$ cat src/rtl/tone_gate.sv
module tone_gate #(
  parameter int HALF_DIV = 23
) (
  input  logic       clk,
  input  logic       rst,
  input  logic       dsq_in,
  input  logic       en,
  input  logic       ten,
  input  logic       ttx,
  input  logic       vsel,
  input  logic       llc,
  output logic       tone_out,
  output logic       tx_en,
  output logic       rx_en,
  output logic [1:0] lvl
);

  localparam int CW = (HALF_DIV > 2) ? $clog2(HALF_DIV) : 1;
  localparam int RW = $clog2(HALF_DIV + 1) + 1;

  logic [CW-1:0] div_cnt;
  logic          phase;
  logic          dsq_meta, dsq_sync;
  logic          gate;

  wire tick    = (div_cnt == CW'(HALF_DIV - 1));
  wire path_on = en & ttx;
  wire want    = path_on & (ten | dsq_sync);

  always_ff @(posedge clk) begin
    if (rst) begin
      div_cnt <= '0;
      phase   <= 1'b0;
    end else begin
      div_cnt <= tick ? '0 : div_cnt + 1'b1;
      if (tick) phase <= ~phase;
    end
  end

  always_ff @(posedge clk) begin
    if (rst) begin
      dsq_meta <= 1'b0;
      dsq_sync <= 1'b0;
    end else begin
      dsq_meta <= dsq_in;
      dsq_sync <= dsq_meta;
    end
  end

  always_ff @(posedge clk) begin
    if (rst)                 gate <= 1'b0;
    else if (!path_on)       gate <= 1'b0;
    else if (tick && !phase) gate <= want;
  end

  always_ff @(posedge clk) begin
    if (rst) begin
      tx_en <= 1'b0;
      rx_en <= 1'b0;
      lvl   <= 2'b00;
    end else begin
      tx_en <= en & ttx;
      rx_en <= en & ~ttx;
      lvl   <= en ? {vsel, llc} : 2'b00;
    end
  end

  assign tone_out = gate & phase;

  logic [RW-1:0] hi_run;
  always_ff @(posedge clk) begin
    if (rst)           hi_run <= '0;
    else if (tone_out) hi_run <= hi_run + 1'b1;
    else               hi_run <= '0;
  end


  path_excl_chk: assert property (@(posedge clk) disable iff (rst)
    !(tx_en && rx_en));


  off_all_chk: assert property (@(posedge clk) disable iff (rst)
    !en |=> (!tx_en && !rx_en && !tone_out && lvl == 2'b00));


  level_map_chk: assert property (@(posedge clk) disable iff (rst)
    en |=> (lvl == $past({vsel, llc})));


  tone_tx_only_chk: assert property (@(posedge clk) disable iff (rst)
    tone_out |-> tx_en);


  no_long_pulse_chk: assert property (@(posedge clk) disable iff (rst)
    tone_out |-> (hi_run < RW'(HALF_DIV)));


  full_pulse_chk: assert property (@(posedge clk) disable iff (rst)
    ($fell(tone_out) && tx_en) |-> (hi_run == RW'(HALF_DIV)));

endmodule

$ cat config.mk
export PLATFORM = sky130hd
export DESIGN_NAME = tone_gate
export DESIGN_NICKNAME = d
export VERILOG_FILES = /design/src/rtl/tone_gate.sv
export SDC_FILE = /design/constraint.sdc
export NUM_CORES = 1
export LEC_CHECK = 0
export ABC_AREA = 1
export BUFFER_PORTS_ARGS = -buffer_cell sky130_fd_sc_hd__buf_2
export CAP_MARGIN = 20
export CORE_UTILIZATION = 35
export CTS_CLUSTER_DIAMETER = 200
export DETAILED_ROUTE_END_ITERATION = 8
export SETUP_SLACK_MARGIN = 0.05
export SLEW_MARGIN = 20
export SYNTH_ARGS = -nofsm -noshare
export SYNTH_HDL_FRONTEND = slang
export SYNTH_SLANG_ARGS = --single-unit
$ cat constraint.sdc
create_clock -name clk -period 0.9 [get_ports clk]
set_input_delay 0.135 -clock clk [delete_from_list [all_inputs] [get_ports clk]]
set_output_delay 0.135 -clock clk [all_outputs]
set_load 0.01 [all_outputs]
==> results of run 1 <==
## final cells by class
class	instances	area, um2	share of cell area, %
inverter	13	48.8	7.20
timing repair buffer	16	98.8	14.6
sequential	13	267	39.3
multi-input combinational	36	218	32.1
tap	15	18.8	2.77
clock inverter	1	5.00	0.738
clock buffer	3	22.5	3.32
## synth_stat cells, drive strengths merged
cell type | count | share of area (%)
dfxtp | 13 | 53
inv | 13 | 10
nor2 | 13 | 10
nand2 | 12 | 9.7
a21oi | 3 | 3.1
nand3 | 3 | 4.1
ha | 2 | 5.1
or2 | 2 | 2.6
xnor2 | 1 | 1.8
## cells by family after synthesis
kind of cell / Yosys count / share of synthesized area, %
fa+ha+maj: 2 / 5.11
simple gates: 30 / 26.9
flops: 13 / 53.2
buf+inv: 13 / 9.98
xor+xnor: 1 / 1.79
compound gates: 3 / 3.07
## stage by stage
stage | std cells | setup TNS, ps | utilization, % | setup slack, ps | power [uW]
6_report | 97 | -481 | 52.1 | -98.0 | 1070
5_1_grt | 97 | -912 | 52.1 | -157 | 1130
4_1_cts | 96 | -480 | 49.6 | -90.9 | 1080
3_5_place_dp | 91 | -795 | 44.9 | -154 | 704
3_3_place_gp | 91 | -729 | 44.9 | -149 | 702
2_1_floorplan | 62 | -354 | - | -78.9 | 662
## state kept, by name (all words and copies together) (netlist names)
name and count:
dsq_meta 1, tx_en 1, rx_en 1, dsq_sync 1
lvl 2, gate 1, div_cnt 5, phase 1
## worst paths after layout
| path | start | end | slack, ps | depth (start not counted) |
|---|---|---|---|---|
| max | div_cnt[0]$_SDFF_PP0_ | div_cnt[4]$_SDFF_PP0_ | -100 | 9 |
| max reg2reg | div_cnt[0]$_SDFF_PP0_ | div_cnt[4]$_SDFF_PP0_ | -100 | 9 |
| min | dsq_in | dsq_meta$_SDFF_PP0_ | 60 | 3 |
| min reg2reg | dsq_meta$_SDFF_PP0_ | dsq_sync$_SDFF_PP0_ | 410 | 2 |
## worst max-delay path, delay by kind of cell, from the launching register on
family / cells / cell delay (ps)
DFF: 1 / 340
buffers and inverters: 4 / 200
adders and majority gates: 1 / 110
and+or+nand+nor: 4 / 260
## power by group
group          switching (uW)  internal (uW)  leakage, uW
sequential               13.8            599     0.000108
clock                     195            165    0.0000177
combinational            48.1           49.5     0.000231
## layer usage
| layer | vias up | wire (um) |
|---|---|---|
| met3 | 0 | 65 |
| met2 | 11 | 418 |
| met4 | 0 | 0 |
| met1 | 185 | 370 |
| met5 | - | 0 |
| li1 | 222 | - |
## timing repair
| action | 4_1_cts | 5_1_grt |
|---|---|---|
| buffers inserted | 1 | 0 |
| endpoints found under the hold margin | 0 | 1 |
| resized for setup | 11 | 7 |
| endpoints found under the setup margin | 10 | 12 |
| pin swaps | 4 | 3 |
| hold buffers | 0 | 1 |
==> results.cfg, run 1 <==
[route]
drt_first_pass_iters = 2
vias_per_cell = 4.31
wl_per_cell_um = 8.80
drc = 0
wirelength_um = 854
initialDrtViolationCount = 2
vias = 418
antenna_left = 0

[floorplan]
pin_count = 13
core_um2 = 1300
die-area_um2 = 1550
row_count = 13
fp.dieH_um = 39.4
die_w_um = 39.4
initial_utilization_pct = 37.6

[clock_network]
clockBufferDepth = 2
cts_sinks = 13
numCtsBuffers = 3
cts_tree = built
cts_max_level = 1
cts_root_buffer = clkbuf_4
insertion_delay_ps = 270
clk_pin_slew_ps = 80

[critical_path]
critPathRequiredTime_ps = 1080
cp_max_fo = 5
path_cells = inv_2, ha_4, nand2_2, inv_2, nand2_4, nand2_4, inv_2, nand2_1, inv_1
slowest_delay_ps = 340
worstSetupEndpointType = register
cp-start-kind = register
criticalPathCategory = reg2reg
cp.arrival_ps = 1180
cp_slowest_cell = dfxtp_2
worst_path_most_repeated_cell = inv_2

[hold_path]
hold_class = in2reg

[global_routing]
grt_max_degree = 9
overflow = 0
antenna_found_initial = 0
grt_pass1_vias = 327
use_met3_pct = 9.66
grt_pass1_wl_um = 1260
busiest_layer = met2
gr-usage-met1_pct = 13.2
grtUsageMet2_pct = 20.4
grt_usage_pct = 13.1

[cells_and_area]
nNetsFinal = 93
final_cell_mix = nor2_1, buf_2, inv_1, nand2_1, dfxtp_1
layout.cells.most_common = nor2_1
post-route-cell-area_um2 = 678
area_growth_syn_to_layout_pct = 38.6
nFillCells = 140
drive_above_1_share_pct = 43.9
diodes = 0

[outcome]
status = finished, violations left
violations = negative setup slack

[place]
hpwlAfterDp_um = 580
gp_congestion = 0.702
post_dp_cell_area_um2 = 584
io_buffers = 12

[sta]
clock_skew_ps = 0.348
whs_ps = 58.3
fmax_mhz = 1000
min_period_over_period_pct = 111
slew_headroom_pct = 88.5
tightest_slew_ps = 172
hold_viol_final = 0
maxSlewViolCount = 0
setup_viol = 8
rsz0062_at_grt = yes
min_period_ps = 998
setup_ws_ps = -98.0

[synthesis]
seq_area_frac_synth_pct = 53.2
synth-warning-count = 0
synth_area_per_cell_um2 = 7.89
synth_cell_types = 12
syn-cell-area_um2 = 489
ys_ff_latch = 13
synthCells = 62
synthesis.nets = 72

[power_and_ir_drop]
peakVddDrop_uv = 1070
leakage_uw = 0.000357
power_density_nw_per_um2 = 1580

[run]
drv_cap = 0
No activity file was read; power rests on OpenSTA's default activity.
==> inputs of run 2 (changes only) <==
==> constraint.sdc (replaced) <==
create_clock -name clk -period 1.2 [get_ports clk]
set_input_delay 0.18 -clock clk [delete_from_list [all_inputs] [get_ports clk]]
set_output_delay 0.18 -clock clk [all_outputs]
set_load 0.01 [all_outputs]
==> run 2 against run 1 <==
Net effect: the run now ends clean; total power down 27%; hold slack better by 10 ps; critical path depth unchanged; count of clock-buffer cells in the layout up 1; sequential share of layout area up 3.8 points; sequential power down 25%; clock skew up 1.8 ps; wire length down 5.6%; non-clock buffer count down 4; final area down 10%; clock power down 26%; fmax down 5.5%; critical endpoint unchanged; highest routed layer is now met4.
==> results.cfg, run 2 (synthesis results as in run 1) <==
[outcome]
status = finished, final reports clean

[route]
antenna_left = 0
vias_per_cell = 4.28
vias = 398
wirelength_um = 806
wl_per_cell_um = 8.67
drc = 0
drt_first_pass_iters = 2
initialDrtViolationCount = 3

[run]
drv_cap = 0

[power_and_ir_drop]
intPower_uw = 604
power.total_uw = 780
power_density_nw_per_um2 = 1280
combPwrFrac_pct = 7.4
pwr-share-clk_pct = 33.8
power_switching_uw = 177
leakage_uw = 0.000317
p_sw_share_pct = 22.6
peakVddDrop_uv = 664
p_seq_share_pct = 58.8

[critical_path]
path_cells = inv_1, ha_2, nand2_2, inv_2, nand2_2, nand2_4, inv_1, nand2_1, inv_1
cp.arrival_ps = 1230
r2r_start = div_cnt[0]$_SDFF_PP0_
endpoint = div_cnt[4]$_SDFF_PP0_
ff2ff_setup_slack_ps = 140
criticalPathCategory = reg2reg
cp_max_fo = 5
worstSetupEndpointType = register
startpoint = div_cnt[0]$_SDFF_PP0_
cp_slowest_cell = dfxtp_2
r2r_cells = 9
critPathRequiredTime_ps = 1380
r2r_end = div_cnt[4]$_SDFF_PP0_
slowest_delay_ps = 340
worst_path_most_repeated_cell = inv_1
cp-start-kind = register

[clock_network]
cts_sinks = 13
post-cts-setup-buffers = 0
insertion_delay_ps = 270
cts_max_level = 1
clk_pin_slew_ps = 80
numCtsBuffers = 3
cts_tree = built
cts_root_buffer = clkbuf_4
clockBufferDepth = 2

[floorplan]
initial_utilization_pct = 37.6
pin_count = 13
fp.dieH_um = 39.4
row_count = 13
die_w_um = 39.4
die-area_um2 = 1550
core_um2 = 1300

[cells_and_area]
area_growth_syn_to_layout_pct = 24.6
top_regs = div_cnt (5), lvl (2)
nNetsFinal = 89
fin_util_pct = 46.8
top_register = div_cnt
final_cell_mix = inv_1, nor2_1, buf_2, dfxtp_1, nand2_1
diodes = 0
largest_reg_flops = 5
drive_above_1_share_pct = 30.8
nFillCells = 151

[sta]
clock_skew_ps = 2.17
hold_viol_final = 0
setup_tns_ps = 0
whs_ps = 68.7
fmax_mhz = 947
tightest_slew_ps = 138
rsz0062_at_grt = no
min_period_ps = 1060
maxSlewViolCount = 0
slew_headroom_pct = 90.8
setup_viol = 0
min_period_over_period_pct = 88.0

[global_routing]
overflow = 0
antenna_found_initial = 0
grt_usage_pct = 12.7
grt_max_degree = 8
grt_pass1_wl_um = 1200
grt_pass1_vias = 334

[place]
hpwlAfterDp_um = 595
gp_congestion = 0.611
io_buffers = 12

[hold_path]
hold_class = in2reg
holdPathStages = 2
## run 2: critical path, delay by kind of cell, from the launching register on
| family | cells | cell delay [ps] |
|---|---|---|
| buffers and inverters | 4 | 190 |
| flip-flops | 1 | 340 |
| adder cells (fa/ha/maj) | 1 | 170 |
| AND/OR/NAND/NOR | 4 | 260 |
## run 2: final cells by class
type                       instances  area (um2)  area share, %
inverter                          13        48.8           8.01
sequential                        13         263           43.1
multi-input combinational         36         193           31.6
clock buffer                       4        26.3           4.31
timing repair buffer              12        60.1           9.86
tap                               15        18.8           3.08
## run 2: timing repair
action,in CTS,in global routing
hold buffers,0,0
setup endpoints to repair,0,6
resized for setup,0,7
## run 2: routing by layer
metal	up-vias	track usage [%]	part of all wire, %
li1	213	-	-
met1	171	12.8	46
met2	10	19.2	46
met3	4	5.11	4.1
met4	0	12.9	3.6
met5	-	0	0
## run 2: how the worst min path moves through the flow
stage	from	end
4_1_cts	ttx	rx_en$_SDFF_PP0_
5_1_grt	ttx	rx_en$_SDFF_PP0_
2_1_floorplan	rst	phase$_SDFFE_PP0N_
6_report	ttx	rx_en$_SDFF_PP0_
3_5_place_dp	ttx	rx_en$_SDFF_PP0_
3_3_place_gp	ttx	rx_en$_SDFF_PP0_
## run 2: power groups by stage
stage	clock network (uW)	registers, uW	logic, uW
after floorplan	0	468	28.1
after global placement	0	466	53.7
after detailed placement	0	467	55.5
after CTS	273	457	55.8
after global routing	290	461	64.9
final	264	459	57.7
## run 2: through the flow
step,cell area (um2),setup WS (ps),instances
detailed placement,568,91.3,89
CTS,594,61.9,93
global route,609,45.7,93
global placement,568,121,89
finish,609,144,93
floorplan,489,196,62
==> inputs of run 3 (changes only) <==
--- a/config.mk
+++ b/config.mk
@@ -9,6 +9,7 @@
 export BUFFER_PORTS_ARGS = -buffer_cell sky130_fd_sc_hd__buf_2
 export CAP_MARGIN = 20
 export CORE_UTILIZATION = 35
+export CTS_BUF_LIST = sky130_fd_sc_hd__clkbuf_16
 export CTS_CLUSTER_DIAMETER = 200
 export DETAILED_ROUTE_END_ITERATION = 8
 export SETUP_SLACK_MARGIN = 0.05
==> run 3 against run 2 <==
Net effect: largest cell class unchanged; combinational power shrank 1%; sequential power barely moved; wire length down 0.25%; flip-flop and latch count unchanged; count of clock-buffer cells in the layout is 1 lower; core utilization is 4.0 points higher; critical endpoint unchanged; critical path depth did not move; final area up 8.6%; via count decreased by 1.0%; hold slack better by 38 ps.
==> results.cfg, run 3 (synthesis results as in run 1) <==
[outcome]
status = finished, final reports clean

[cells_and_area]
area_growth_syn_to_layout_pct = 35.3
nNetsFinal = 89
top_regs = div_cnt (5), lvl (2)
largest_reg_flops = 5
drive_above_1_share_pct = 30.8
final_cell_mix = inv_1, nor2_1, buf_2, dfxtp_1, nand2_1
layout.cells.most_common = inv_1
top_register = div_cnt
nFillCells = 135
diodes = 0

[clock_network]
cts_max_level = 1
cts_tree = built
clockBufferDepth = 2
numCtsBuffers = 3
cts_sinks = 13
clk_pin_slew_ps = 40
insertion_delay_ps = 240
cts_root_buffer = clkbuf_16
cts_hold_buf = 0

[global_routing]
grt_pass1_wl_um = 1220
overflow = 0
grt_max_degree = 8
grt_usage_pct = 13.4
antenna_found_initial = 0
grt_pass1_vias = 337

[run]
drv_cap = 0

[floorplan]
fp.dieH_um = 39.4
die_w_um = 39.4
row_count = 13
pin_count = 13
initial_utilization_pct = 37.6
die-area_um2 = 1550
core_um2 = 1300

[place]
io_buffers = 12
pre_cts_ws_ps = 91.3
hpwlAfterDp_um = 595
gp_congestion = 0.611

[route]
wl_per_cell_um = 8.65
drc = 0
wirelength_um = 804
vias_per_cell = 4.24
initialDrtViolationCount = 5
antenna_left = 0
drt_first_pass_iters = 3
vias = 394

[sta]
fmax_mhz = 956
slew_headroom_pct = 90.4
rsz0062_at_grt = no
setup_tns_ps = 0
min_period_ps = 1050
tightest_slew_ps = 143
clock_skew_ps = 2.33
min_period_over_period_pct = 87.2
maxSlewViolCount = 0
hold_viol_final = 0
setup_viol = 0
whs_ps = 107
setup_ws_ps = 154

[power_and_ir_drop]
peakVddDrop_uv = 1160
power.total_uw = 1130
leakage_uw = 0.000344
power_density_nw_per_um2 = 1710

[critical_path]
cp-start-kind = register
cp_max_fo = 5
criticalPathCategory = reg2reg
cp.arrival_ps = 1180
critPathRequiredTime_ps = 1340
worstSetupEndpointType = register

[hold_path]
hold_class = in2reg
## run 3: worst paths after layout
path,cells past startpoint,end,slack (ps),from
max reg2reg,9,div_cnt[4]$_SDFF_PP0_,150,div_cnt[0]$_SDFF_PP0_
max,9,div_cnt[4]$_SDFF_PP0_,150,div_cnt[0]$_SDFF_PP0_
min reg2reg,2,dsq_sync$_SDFF_PP0_,410,dsq_meta$_SDFF_PP0_
min,2,rx_en$_SDFF_PP0_,110,ttx
## run 3: per-layer routing
layer / vias up / global-route usage (%) / part of all wire, %
met5: - / 0 / 0
met2: 9 / 19.2 / 45
met3: 4 / 8.52 / 4.6
met1: 169 / 12.8 / 47
li1: 212 / - / -
met4: 0 / 12.9 / 3.9
## run 3: timing repair
item	4_1_cts	5_1_grt
buffers inserted	0	0
gates resized for setup	0	7
setup endpoints to repair	0	6
## run 3: report_power, final
group	total [uW]	leakage [uW]	internal [uW]	switching, uW
Clock	615	0.0000423	439	176
Sequential	461	0.000107	452	9.00
Combinational	57.1	0.000195	25.7	31.4
Total	1130	0.000344	916	216
## run 3: stage by stage
stage               utilization, %  area [um2]  std cells
CTS                           49.7         647         93
global placement              43.7         568         89
detailed placement            43.7         568         89
global route                  50.9         662         93
finish                        50.9         662         93
floorplan                        -         489         62
## run 3: worst max-delay path, stage by stage, from the launching register on
cell and delay (ps):
dfxtp_2 330, inv_1 50, ha_2 160, nand2_2 50
inv_2 60, nand2_2 70, nand2_4 100, inv_1 40
nand2_1 50, inv_1 30
## run 3: final cells by class
cell class              instances  area [um2]  share of cell area [%]
flip-flops and latches         13         263                    39.7
multi-input cells              36         193                    29.1
clock inverters                 1        3.75                   0.567
well taps                      15        18.8                    2.84
clock buffers                   3        75.1                    11.3
inverters                      13        48.8                    7.37
repair buffers                 12        60.1                    9.07
